**src/rtl/tag_gen_pkg.sv**
```systemverilog
package tag_gen_pkg;
  localparam int unsigned PTR_W    = 64;
  localparam int unsigned TAG_W    = 4;
  localparam int unsigned TAG_LSB  = 56;
  localparam int unsigned SEED_W   = 16;
  localparam int unsigned SEED_LSB = 8;
  localparam int unsigned STEPS    = 4;
  localparam int unsigned AOFS_W   = 16;
  localparam int unsigned NTAG     = 1 << TAG_W;
  localparam int unsigned STATE_W  = SEED_LSB + SEED_W;
  // feedback taps of the seed register
  localparam int unsigned TAP_A = 5;
  localparam int unsigned TAP_B = 3;
  localparam int unsigned TAP_C = 2;
  localparam int unsigned TAP_D = 0;

  typedef enum logic {
    MODE_RAND = 1'b0,
    MODE_ADD  = 1'b1
  } gen_mode_e;
endpackage

```
**src/rtl/tag_lfsr.sv**
```systemverilog
module tag_lfsr
  import tag_gen_pkg::*;
#(
  parameter int unsigned SW = SEED_W,
  parameter int unsigned NS = STEPS
) (
  input  logic [SW-1:0] seed_i,
  output logic [SW-1:0] seed_o,
  output logic [NS-1:0] bits_o
);
  logic [NS:0][SW-1:0] chain;

  assign chain[0] = seed_i;

  for (genvar i = 0; i < NS; i++) begin : g_step
    logic fb;
    assign fb = chain[i][TAP_A] ^ chain[i][TAP_B] ^ chain[i][TAP_C] ^ chain[i][TAP_D];
    assign chain[i+1] = {fb, chain[i][SW-1:1]};
    assign bits_o[i] = fb;
  end

  assign seed_o = chain[NS];
endmodule

```
**src/rtl/tag_walker.sv**
```systemverilog
module tag_walker
  import tag_gen_pkg::*;
#(
  parameter int unsigned TW = TAG_W,
  localparam int unsigned NT = 1 << TW
) (
  input  logic          clk_i,
  input  logic          rst_ni,
  input  logic          go_i,
  input  logic [TW-1:0] tag_i,
  input  logic [TW-1:0] ofs_i,
  input  logic [NT-1:0] mask_i,
  output logic          busy_o,
  output logic          fin_o,
  output logic [TW-1:0] res_o
);
  logic          busy_q, chk_cur_q;
  logic [TW-1:0] cur_q, rem_q, nxt;
  logic [NT-1:0] mask_q;

  assign nxt = cur_q + 1'b1;

  always_comb begin
    fin_o = 1'b0;
    res_o = cur_q;
    if (busy_q) begin
      if (&mask_q) begin
        fin_o = 1'b1;
        res_o = '0;
      end else if (chk_cur_q) begin
        fin_o = ~mask_q[cur_q];
      end else if (!mask_q[nxt] && rem_q == TW'(1)) begin
        fin_o = 1'b1;
        res_o = nxt;
      end
    end
  end

  always_ff @(posedge clk_i or negedge rst_ni) begin
    if (!rst_ni) begin
      busy_q    <= 1'b0;
      chk_cur_q <= 1'b0;
      cur_q     <= '0;
      rem_q     <= '0;
      mask_q    <= '0;
    end else if (go_i) begin
      busy_q    <= 1'b1;
      cur_q     <= tag_i;
      rem_q     <= ofs_i;
      chk_cur_q <= (ofs_i == '0);
      mask_q    <= mask_i;
    end else if (busy_q) begin
      if (fin_o) begin
        busy_q <= 1'b0;
      end else begin
        cur_q <= nxt;
        // zero-step walk checks each candidate itself; stepped walk counts allowed hits
        if (!chk_cur_q && !mask_q[nxt]) rem_q <= rem_q - 1'b1;
      end
    end
  end

  assign busy_o = busy_q;
endmodule

```
**src/rtl/tag_gen.sv**
```systemverilog
module tag_gen
  import tag_gen_pkg::*;
#(
  parameter int unsigned PW  = PTR_W,
  parameter int unsigned TW  = TAG_W,
  parameter int unsigned TL  = TAG_LSB,
  parameter int unsigned SW  = SEED_W,
  parameter int unsigned SL  = SEED_LSB,
  parameter int unsigned AW  = AOFS_W,
  localparam int unsigned NT = 1 << TW,
  localparam int unsigned STW = SL + SW
) (
  input  logic           clk_i,
  input  logic           rst_ni,
  input  logic           start_i,
  input  logic           mode_i,
  input  logic [PW-1:0]  ptr_i,
  input  logic [NT-1:0]  excl_i,
  input  logic [NT-1:0]  cfg_excl_i,
  input  logic [TW-1:0]  tag_ofs_i,
  input  logic [AW-1:0]  addr_ofs_i,
  input  logic           load_i,
  input  logic [STW-1:0] load_state_i,
  output logic           busy_o,
  output logic           done_o,
  output logic [PW-1:0]  ptr_o,
  output logic [STW-1:0] state_o
);
  logic [SW-1:0] seed_q, seed_nxt;
  logic [TW-1:0] tag_q, lfsr_bits;
  logic [PW-1:0] base_q, ptr_q;
  logic          add_q, done_q;

  logic          accept, is_add, walk_busy, walk_fin;
  logic [TW-1:0] walk_tag, walk_ofs, walk_res;
  logic [NT-1:0] walk_mask;
  logic [PW-1:0] base_d;

  tag_lfsr #(.SW(SW), .NS(TW)) u_lfsr (
    .seed_i (seed_q),
    .seed_o (seed_nxt),
    .bits_o (lfsr_bits)
  );

  assign is_add = (gen_mode_e'(mode_i) == MODE_ADD);
  assign accept = start_i && !walk_busy && !load_i;

  always_comb begin
    if (is_add) begin
      walk_tag  = ptr_i[TL +: TW];
      walk_ofs  = tag_ofs_i;
      walk_mask = cfg_excl_i;
      base_d    = ptr_i + {{(PW-AW){addr_ofs_i[AW-1]}}, addr_ofs_i};
    end else begin
      walk_tag  = tag_q;
      walk_ofs  = lfsr_bits;
      walk_mask = excl_i | cfg_excl_i;
      base_d    = ptr_i;
    end
  end

  tag_walker #(.TW(TW)) u_walk (
    .clk_i  (clk_i),
    .rst_ni (rst_ni),
    .go_i   (accept),
    .tag_i  (walk_tag),
    .ofs_i  (walk_ofs),
    .mask_i (walk_mask),
    .busy_o (walk_busy),
    .fin_o  (walk_fin),
    .res_o  (walk_res)
  );

  always_ff @(posedge clk_i or negedge rst_ni) begin
    if (!rst_ni) begin
      seed_q <= '0;
      tag_q  <= '0;
      base_q <= '0;
      add_q  <= 1'b0;
      ptr_q  <= '0;
      done_q <= 1'b0;
    end else begin
      done_q <= walk_fin;
      if (load_i && !walk_busy) begin
        seed_q <= load_state_i[SL +: SW];
        tag_q  <= load_state_i[TW-1:0];
      end else if (accept) begin
        base_q <= base_d;
        add_q  <= is_add;
        if (!is_add) seed_q <= seed_nxt;
      end
      if (walk_fin) begin
        ptr_q <= base_q;
        ptr_q[TL +: TW] <= walk_res;
        if (!add_q) tag_q <= walk_res;
      end
    end
  end

  assign busy_o  = walk_busy;
  assign done_o  = done_q;
  assign ptr_o   = ptr_q;
  assign state_o = {seed_q, {(SL-TW){1'b0}}, tag_q};
endmodule

```
**config.mk**
```make
export PLATFORM = sky130hd
export DESIGN_NAME = tag_gen
export DESIGN_NICKNAME = d
export VERILOG_FILES = /design/src/rtl/tag_gen_pkg.sv /design/src/rtl/tag_lfsr.sv /design/src/rtl/tag_walker.sv /design/src/rtl/tag_gen.sv
export SDC_FILE = /design/constraint.sdc
export NUM_CORES = 1
export LEC_CHECK = 0
export BUFFER_PORTS_ARGS = -buffer_cell sky130_fd_sc_hd__buf_4
export CAP_MARGIN = 10
export CORE_UTILIZATION = 45
export CTS_CLUSTER_DIAMETER = 60
export DETAILED_ROUTE_END_ITERATION = 10
export GPL_ROUTABILITY_DRIVEN = 0
export PLACE_DENSITY = 0.68
export SYNTH_ARGS = -nofsm -noshare
export SYNTH_HDL_FRONTEND = slang
export SYNTH_SLANG_ARGS = --single-unit
```
**constraint.sdc**
```tcl
create_clock -name clk_i -period 2.9 [get_ports clk_i]
set_input_delay 0.145 -clock clk_i [delete_from_list [all_inputs] [get_ports clk_i]]
set_output_delay 0.145 -clock clk_i [all_outputs]
set_load 0.02 [all_outputs]
```
==> results of run 1 <==
[logic make-up after synthesis]
group,after synthesis
AO/OA/AOI/OAI,364
XOR/XNOR,69
adder cells (fa/ha/maj),67
buffers and inverters,114
flip-flops,172
multiplexers,60
other,1
AND/OR/NAND/NOR,519
[registers in the layout, indices dropped and copies added, names as in the netlist, 4 cells and up]
| name | count |
|---|---|
| ptr_o | 64 |
| base_q | 60 |
| seed_q | 16 |
| u_walk.mask_q | 16 |
| tag_q | 4 |
| u_walk.cur_q | 4 |
| u_walk.rem_q | 4 |
[Yosys cell counts, types with 8 or more instances]
master and count:
a211oi_1 11, xor2_1 22, a21o_1 27, buf_4 11, mux2i_1 45, dfrtp_1 172
o21ai_0 98, clkbuf_1 46, nand4_1 19, a31oi_1 18, o21bai_1 17, inv_1 33
ha_1 66, o21a_1 10, and3_1 17, nor2_1 71, nor3_1 17, nand3_1 20
nand2b_1 8, a2bb2oi_1 9, buf_2 18, nand2_1 324, or3_1 14, xnor2_1 47
a21oi_1 113
[power groups by stage]
stage	combinational, W	sequential (W)	clock [W]
6_report	0.00581	0.00430	0.00236
5_1_grt	0.00641	0.00444	0.00250
4_1_cts	0.00584	0.00430	0.00241
3_5_place_dp	0.00577	0.00432	0
3_3_place_gp	0.00567	0.00429	0
2_1_floorplan	0.00320	0.00470	0
[metal layers]
| layer | GRT usage | share of wire | vias to the layer above |
|---|---|---|---|
| met5 | 0 | 0 | - |
| met3 | 0.02707 | 0.043 | 54 |
| met1 | 0.3561 | 0.46 | 5269 |
| met4 | 0.09906 | 0.025 | 0 |
| met2 | 0.4317 | 0.47 | 308 |
| li1 | - | - | 5398 |
[per-stage QoR]
stage / area [um2] / power, W / std cells / hold slack (ps)
floorplan: 11530 / 0.007907 / 1369 / -150.6
global placement: 14120 / 0.009963 / 1944 / 180.5
detailed placement: 14120 / 0.01009 / 1944 / 174.8
CTS: 15070 / 0.01254 / 2012 / 0.07472
global route: 15090 / 0.01335 / 2012 / 8.580
finish: 15090 / 0.01247 / 2012 / -3.794
[layout make-up]
| class | count | area share |
|---|---|---|
| timing repair buffer | 361 | 0.1917 |
| tap | 330 | 0.02737 |
| clock buffer | 17 | 0.02820 |
| inverter | 34 | 0.008460 |
| multi-input combinational | 1083 | 0.4477 |
| clock inverter | 15 | 0.01120 |
| sequential | 172 | 0.2854 |
[final timing paths]
kind / startpoint / endpoint / slack [ps]
worst max-delay path: u_walk.cur_q[0]$_DFFE_PN0P_ / u_walk.cur_q[3]$_DFFE_PN0P_ / 150
worst min-delay path: load_state_i[13] / seed_q[5]$_DFFE_PN0P_ / -4
worst max register to register: u_walk.cur_q[0]$_DFFE_PN0P_ / u_walk.cur_q[3]$_DFFE_PN0P_ / 150
worst min register to register: base_q[49]$_DFFE_PN0P_ / ptr_o[49]$_DFFE_PN0N_ / 470
max in group asynchronous: rst_ni / u_walk.cur_q[2]$_DFFE_PN0P_ / 1800
min in group asynchronous: rst_ni / seed_q[0]$_DFFE_PN0P_ / 250
[cells in the final DEF, fill, tap and decap left out, types with 10 or more instances in the layout]
cell / count
xor2_1: 22
dfrtp_1: 171
nor2_1: 70
nor3_1: 17
mux2i_1: 45
a31oi_1: 17
o21bai_1: 17
nand3_1: 20
a21o_1: 27
nand2_1: 324
dlygate4sd3_1: 36
o21a_1: 10
ha_1: 66
buf_4: 317
o21ai_0: 96
xnor2_1: 47
clkbuf_16: 17
inv_1: 32
a21oi_1: 113
nand4_1: 19
a211oi_1: 11
or3_1: 14
and3_1: 17
[critical path, stage by stage, from the launching register on]
cell and delay [ps]:
dfrtp_1 390, ha_1 390, mux4_2 270, mux2i_1 70, mux2i_1 180, nor2_1 90, and3_1 200, buf_4 160
or3_1 470, nor2_1 160, xor2_1 160, nor2_1 50, a21oi_1 100
[what timing repair did]
item                                   CTS  global route
gates resized for setup                  0             5
hold buffers                            36             0
buffers inserted                         0             0
setup endpoints to repair                0            46
endpoints found under the hold margin   92             0
==> flow_summary.ini, run 1 <==
[outcome]
status = finished, violations left
violations = negative hold slack

[floorplanning]
core_area_mm2 = 0.02511
start_util = 0.4586
ios = 235
rows = 58
chipHeight_um = 162.0
die_area_mm2 = 0.02623
die_w_um = 162.0

[global_routing]
grt_antenna_before_repair = 0
grt_max_degree = 66
grt_overflow_total = 0
grt_first_pass_wirelength_mm = 54.96
grt_use_total = 0.2622
grt_pass1_vias = 10880

[synth]
yosysWarnings = 0
synth_top_area_frac = 0.3738
syn_avg_cell_area_um2 = 8.430
ys_seq_area_frac = 0.3738
synth_xor_area_frac = 0.05248
synthArstFlopShare = 1.000
ys.flop_type = dfrtp_1
yosysUniqueCellTypes = 74
synth-compound-area-share = 0.1985
synth_edf_count = 0
synthAdderAreaFrac = 0.07345
syn_inst = 1366
synth_seq_cells = 172
yosys.area_share.simple = 0.1949
synth_area_mm2 = 0.01152
muxShareOfSynthArea = 0.06323
synth_top_area_cell = dfrtp_1
synthTopCellsByArea = dfrtp_1 (37%), nand2_1 (11%), ha_1 (7.2%), a21oi_1 (4.9%), o21ai_0 (4.3%)
synth_top_family_by_area = compound AO/OA/AOI/OAI gates

[power]
swShare = 0.4096
switchingPower_w = 0.005107
power_density_mw_per_mm2 = 826.5
leakagePower_nw = 7.456
clkPwrFrac = 0.189
combPwrFrac = 0.466
p_int_w = 0.007361
pwr-share-seq = 0.344
peakVddDrop_mv = 0.4397

[layout]
antenna_cells = 0
nFillCells = 2231
final_nets = 1881
utilization = 0.6008
seqCellArea_mm2 = 0.004305
layout-drive-gt1-share = 0.2337
area_growth_pct = 31.00
multi_input_area_mm2 = 0.006754

[timing]
fin_crit_sh = 0.9485
finalSetupTns_ps = 0
hold_ws_ps = -3.794
fmax_mhz = 363.5
slew-limit-headroom = 0.4069
fin_crit_ps = 2751
skew_ps = 12.53
setup_violations = 0
final-hold-violation-count = 1
worst_pin_slew_ps = 889.7
layout_setup_ws_ps = 149.2
slew_viol_final = 0

[detailed_routing]
viasPerCell = 5.482
drc_errors = 0
antenna_left = 0
wl_per_cell_um = 16.67
drt_iter0_drc = 860
dr_total_vias = 11030
drt_first_pass_iters = 7
routed_wl_mm = 33.54

[cts]
clkTransAtPathRegs_ps = 80
root_buffer = clkbuf_16
h-tree-depth = 4
clock_latency_ps = 450
clock_sinks = 172
cts_made_buffers = 17
cts_buffer_depth = 2
cts_tree = done

[placement]
port_buffers = 226
place_ws_ps = -160.0
dp_hpwl_mm = 24.98

[critical_path]
worstPathArrival_ps = 3120
endpoint_kind = flop
critical_path_class = flop to flop
start_kind = flop
worstPathRequired_ps = 3270
rr_worst_depth = 12
cp_max_fo = 6

[worst_hold_path]
hold_path.class = input pin to flop
min_path_cells = 3

[run]
maxCapViolations = 0
Note: power is estimated with default switching activity, not from simulation.
==> run 2, diff against run 1 <==
Settings changed: MAX_ROUTING_LAYER set to met4.
==> run 2 against run 1 <==
Effect of this change:
- setup slack worse by 10 ps
- power did not move
- register-to-register slack about the same
- via count stayed put
- design area is the same
- sequential power is essentially flat
- sequential share of layout area unchanged
- the flow still finishes with violations (negative hold slack)
- clock-buffer cell count is the same
- critical endpoint is now base_q[54]$_DFFE_PN0P_
- largest power group unchanged
- flip-flop and latch count unchanged
==> flow_summary.ini, run 2 (same netlist as run 1, synthesis figures left out) <==
[timing]
setup_violations = 0
skew_ps = 14.21
fmax_mhz = 362.2
final-hold-violation-count = 1
fin_crit_sh = 0.9521
hold_ws_ps = -0.3143
fin_crit_ps = 2761
grt_setup_unrepaired = false
slew_viol_final = 0
worst_pin_slew_ps = 897.5
slew-limit-headroom = 0.4017

[floorplanning]
die_w_um = 162.0
ios = 235
chipHeight_um = 162.0
rows = 58
start_util = 0.4586
core_area_mm2 = 0.02511
die_area_mm2 = 0.02623

[critical_path]
critPathLaunch = ptr_i[33]
ff2ff_setup_slack_ps = 150
cp_max_fo = 5
endpoint = base_q[54]$_DFFE_PN0P_
endpoint_kind = flop
r2r-start = u_walk.cur_q[0]$_DFFE_PN0P_
worstPathArrival_ps = 3060
worstPathRequired_ps = 3200
start_kind = input pin
rr_worst_depth = 10
critical_path_class = input pin to flop
r2r_end = ptr_o[57]$_DFFE_PN0N_

[layout]
final_cell_mix = nand2_1 (324), buf_4 (317), dfrtp_1 (171), a21oi_1 (113), o21ai_0 (96)
multi_input_area_mm2 = 0.006754
fin_area_mm2 = 0.01509
largest_reg_flops = 64
final_nets = 1881
area_growth_pct = 31.00
final_common_cell = nand2_1
seqCellArea_mm2 = 0.004305
nFillCells = 2231
antenna_cells = 0
layout-drive-gt1-share = 0.2337

[cts]
cts_tree = done
cts_made_buffers = 17
root_buffer = clkbuf_16
clock_latency_ps = 440
h-tree-depth = 4
cts_buffer_depth = 2
postCtsSetupRepairBufs = 0
clock_sinks = 172
clkTransAtPathRegs_ps = 80

[outcome]
violations = negative hold slack
status = finished, violations left

[placement]
place_area_mm2 = 0.01412
dp_hpwl_mm = 24.98
port_buffers = 226

[detailed_routing]
drc_errors = 0
dr_total_vias = 11030
antenna_left = 0
routed_wl_mm = 33.53
viasPerCell = 5.482
wl_per_cell_um = 16.66
drt_first_pass_iters = 7
drt_iter0_drc = 832

[power]
peakVddDrop_mv = 0.4403
p_total_w = 0.01247
leakagePower_nw = 7.456
power_density_mw_per_mm2 = 826.5

[global_routing]
grt_overflow_total = 0
grt_pass1_vias = 10880
grt_max_degree = 66
grt_antenna_before_repair = 0
grt_first_pass_wirelength_mm = 54.98
grt_use_total = 0.2700

[run]
maxCapViolations = 0

[worst_hold_path]
hold_path.class = input pin to flop
==> run 2: final cells by class <==
class,count,share of cell area
Multi-Input combinational cell,1083,0.4477
Sequential cell,172,0.2854
Timing Repair Buffer,361,0.1917
Clock buffer,17,0.02820
Tap cell,330,0.02737
Clock inverter,15,0.01120
Inverter,34,0.008460
==> run 2: worst min-delay path by stage <==
stage | start | to | slack, ps | depth (start not counted)
finish | load_state_i[13] | seed_q[5]$_DFFE_PN0P_ | -0.3 | 3
global route | ptr_i[57] | u_walk.cur_q[1]$_DFFE_PN0P_ | 4 | 3
CTS | excl_i[5] | u_walk.mask_q[5]$_DFFE_PN0P_ | 0.07 | 3
detailed placement | rst_ni | seed_q[0]$_DFFE_PN0P_ | 170 | 1
global placement | rst_ni | seed_q[0]$_DFFE_PN0P_ | 180 | 1
floorplan | rst_ni | add_q$_DFFE_PN0P_ | -150 | 0
==> run 2: worst max-delay path, stage by stage <==
cell           delay [ps]
dlygate4sd3_1         540
buf_4                 140
ha_1                  370
a21oi_1               220
o21ai_1               150
a31oi_2               230
o21ai_0               140
o21ai_1               180
o211ai_2              130
buf_4                 180
and4_1                180
nor3_1                150
a2bb2oi_1             220
o21ai_0                90
==> run 2: power by group <==
part | switching (W) | total (W) | internal [W] | leakage, nW
Clock | 0.00113 | 0.00236 | 0.00123 | 0.283
Combinational | 0.00317 | 0.00581 | 0.00264 | 5.05
Sequential | 0.000810 | 0.00430 | 0.00349 | 2.13
Total | 0.00511 | 0.0125 | 0.00736 | 7.46
==> run 2: layer usage <==
metal  wire length (um)  global-route usage
met3               1353             0.03473
met1              15400              0.3575
met5                  0                   -
met2              15990              0.4315
met4                793             0.08233
==> run 2: metrics by stage <==
step / utilization / worst slack, ps / instances / setup TNS (ps)
6_report: 0.6008 / 138.8 / 2012 / 0
5_1_grt: 0.6008 / 0.1832 / 2012 / 0
4_1_cts: 0.6002 / 80.23 / 2012 / 0
3_5_place_dp: 0.5622 / -160.0 / 1944 / -835.3
3_3_place_gp: 0.5622 / -192.0 / 1944 / -715.5
2_1_floorplan: - / 223.1 / 1369 / 0
==> run 2: what timing repair did <==
item / CTS / global route
hold buffers: 36 / 0
hold endpoints to repair: 92 / 0
endpoints found under the setup margin: 0 / 46
resized for setup: 0 / 5
==> run 3, diff against run 2 <==
Settings changed: CELL_PAD_IN_SITES_DETAIL_PLACEMENT set to 2, CELL_PAD_IN_SITES_GLOBAL_PLACEMENT set to 2, CORE_UTILIZATION 45 to 33, PLACE_DENSITY 0.68 to not set, PLACE_DENSITY_LB_ADDON set to 0.1.
==> run 3 against run 2 <==
Effect of this change:
- the flow finishes with violations (negative hold slack, negative setup slack)
- routed wire length increased by 40%
- first-iteration DRC count decreased by 34%
- setup slack got worse by 160 ps
- critical path depth decreased by 1
- sequential share of layout area decreased by 1.4 points
- critical endpoint is now tag_q[3]$_DFF_PN0_
- largest cell class unchanged
- highest routed layer unchanged
==> flow_summary.ini, run 3 (same netlist as run 1, synthesis figures left out) <==
[outcome]
status = finished, violations left
violations = negative hold slack, negative setup slack

[detailed_routing]
routed_wl_mm = 47.08
dr_total_vias = 11800
drc_errors = 0
wl_met2_mm = 23.76
drt_first_pass_iters = 5
met3_length_mm = 1.276
drt_iter0_drc = 548
met1_length_mm = 21.20
antenna_left = 0
dr.max_layer_used = met4
viasPerCell = 5.367
wl_per_cell_um = 21.42

[cts]
clock_sinks = 172
clock_latency_ps = 460
cts_made_buffers = 17
cts_buffer_depth = 2
clkTransAtPathRegs_ps = 70
h-tree-depth = 4
root_buffer = clkbuf_16
cts_tree = done

[timing]
slew-limit-headroom = 0.4334
final-hold-violation-count = 1
finalSetupTns_ps = -32.50
fmax_mhz = 342.4
skew_ps = 14.91
setup_violations = 3
fin_crit_sh = 1.007
grt_setup_unrepaired = true
layout_setup_ws_ps = -20.58
slew_viol_final = 0
hold_ws_ps = -4.163
worst_pin_slew_ps = 846.8
fin_crit_ps = 2921

[critical_path]
path_cells = buf_6, buf_4, mux4_2, mux2i_1, mux2i_1, nor2_2, and3_4, or2_4, o21ai_4, buf_6, nor2_4, nand2_2, o21ai_1
endpoint_kind = flop
start_kind = flop
slowest_stage = mux4_2
critical_path_class = flop to flop
worstPathArrival_ps = 3280
cp_max_fo = 8
worstPathRequired_ps = 3260
max_stage_delay_ps = 490

[power]
power_density_mw_per_mm2 = 856.1
leakagePower_nw = 7.787
peakVddDrop_mv = 0.4687

[layout]
utilization = 0.4610
final_common_cell = buf_4
final_nets = 1946
nFillCells = 3838
final_cell_mix = buf_4 (367), nand2_1 (320), dfrtp_1 (171), a21oi_1 (111), o21ai_0 (95)
layout-drive-gt1-share = 0.2675
largest_reg_flops = 64
area_growth_pct = 37.95
seqCellArea_mm2 = 0.004305
multi_input_area_mm2 = 0.006827

[placement]
dp_hpwl_mm = 33.62
port_buffers = 226

[global_routing]
grt_overflow_total = 0
grt_max_degree = 95
grt_pass1_vias = 12880
grt_antenna_before_repair = 1
grt_first_pass_wirelength_mm = 72.19
grt_use_total = 0.2670

[floorplanning]
chipHeight_um = 188.8
start_util = 0.3342
die_area_mm2 = 0.03565
core_area_mm2 = 0.03446
ios = 235
die_w_um = 188.8
rows = 68

[worst_hold_path]
hold_path.class = input pin to flop

[run]
maxCapViolations = 0
## run 3: metrics by stage
stage	total power [W]	worst slack, ps	cell area [um2]	instances
floorplan	0.007907	223.1	11530	1369
global placement	0.01031	-196.6	14630	2113
detailed placement	0.01064	-302.2	14630	2113
CTS	0.01323	-26.70	15660	2184
global route	0.01442	-176.9	15890	2198
finish	0.01360	-20.58	15890	2198
## run 3: area by class of cell
cell class | count | share of cell area
clock buffer | 21 | 0.02961
sequential | 172 | 0.2710
timing repair buffer | 426 | 0.2182
multi-input combinational | 1083 | 0.4297
clock inverter | 6 | 0.007246
antenna | 1 | 0.0001575
inverter | 34 | 0.008191
tap | 455 | 0.03584
## run 3: path summary, 6_finish.rpt
check,from,endpoint,slack (ps),cells past startpoint
max,u_walk.cur_q[0]$_DFFE_PN0P_,tag_q[3]$_DFF_PN0_,-20,13
min,cfg_excl_i[8],u_walk.mask_q[8]$_DFFE_PN0P_,-4,3
max reg2reg,u_walk.cur_q[0]$_DFFE_PN0P_,tag_q[3]$_DFF_PN0_,-20,13
min reg2reg,base_q[13]$_DFFE_PN0P_,ptr_o[13]$_DFFE_PN0N_,470,2
max in group asynchronous,rst_ni,base_q[30]$_DFFE_PN0P_,2130,3
min in group asynchronous,rst_ni,u_walk.rem_q[3]$_DFFE_PN0P_,260,3
## run 3: critical path, delay by kind of cell, from the launching register on
family                 cells  cell delay (ps)
buffers and inverters      3              480
AOI/OAI and AO/OA          2              240
and+or+nand+nor            5              880
muxes                      3              780
DFF                        1              420
## run 3: report_power, final
group | total [W] | internal, W | switching, W
clock | 0.00242 | 0.00140 | 0.00102
combinational | 0.00677 | 0.00300 | 0.00377
sequential | 0.00441 | 0.00349 | 0.000921
total | 0.0136 | 0.00789 | 0.00571
## run 3: timing repair
action                     CTS  global route
setup endpoints to repair   65            80
resized for setup            3            31
pin swaps                    0             6
gates cloned                 0             1
hold endpoints to repair   211             0
buffers inserted             1            13
hold buffers                43             0
## run 3: metal layers
metal  GRT usage  vias to the layer above
li1            -                     5509
met4     0.06203                        0
met1      0.3293                     6026
met5           -                        -
met3     0.03800                       47
met2      0.4591                      214
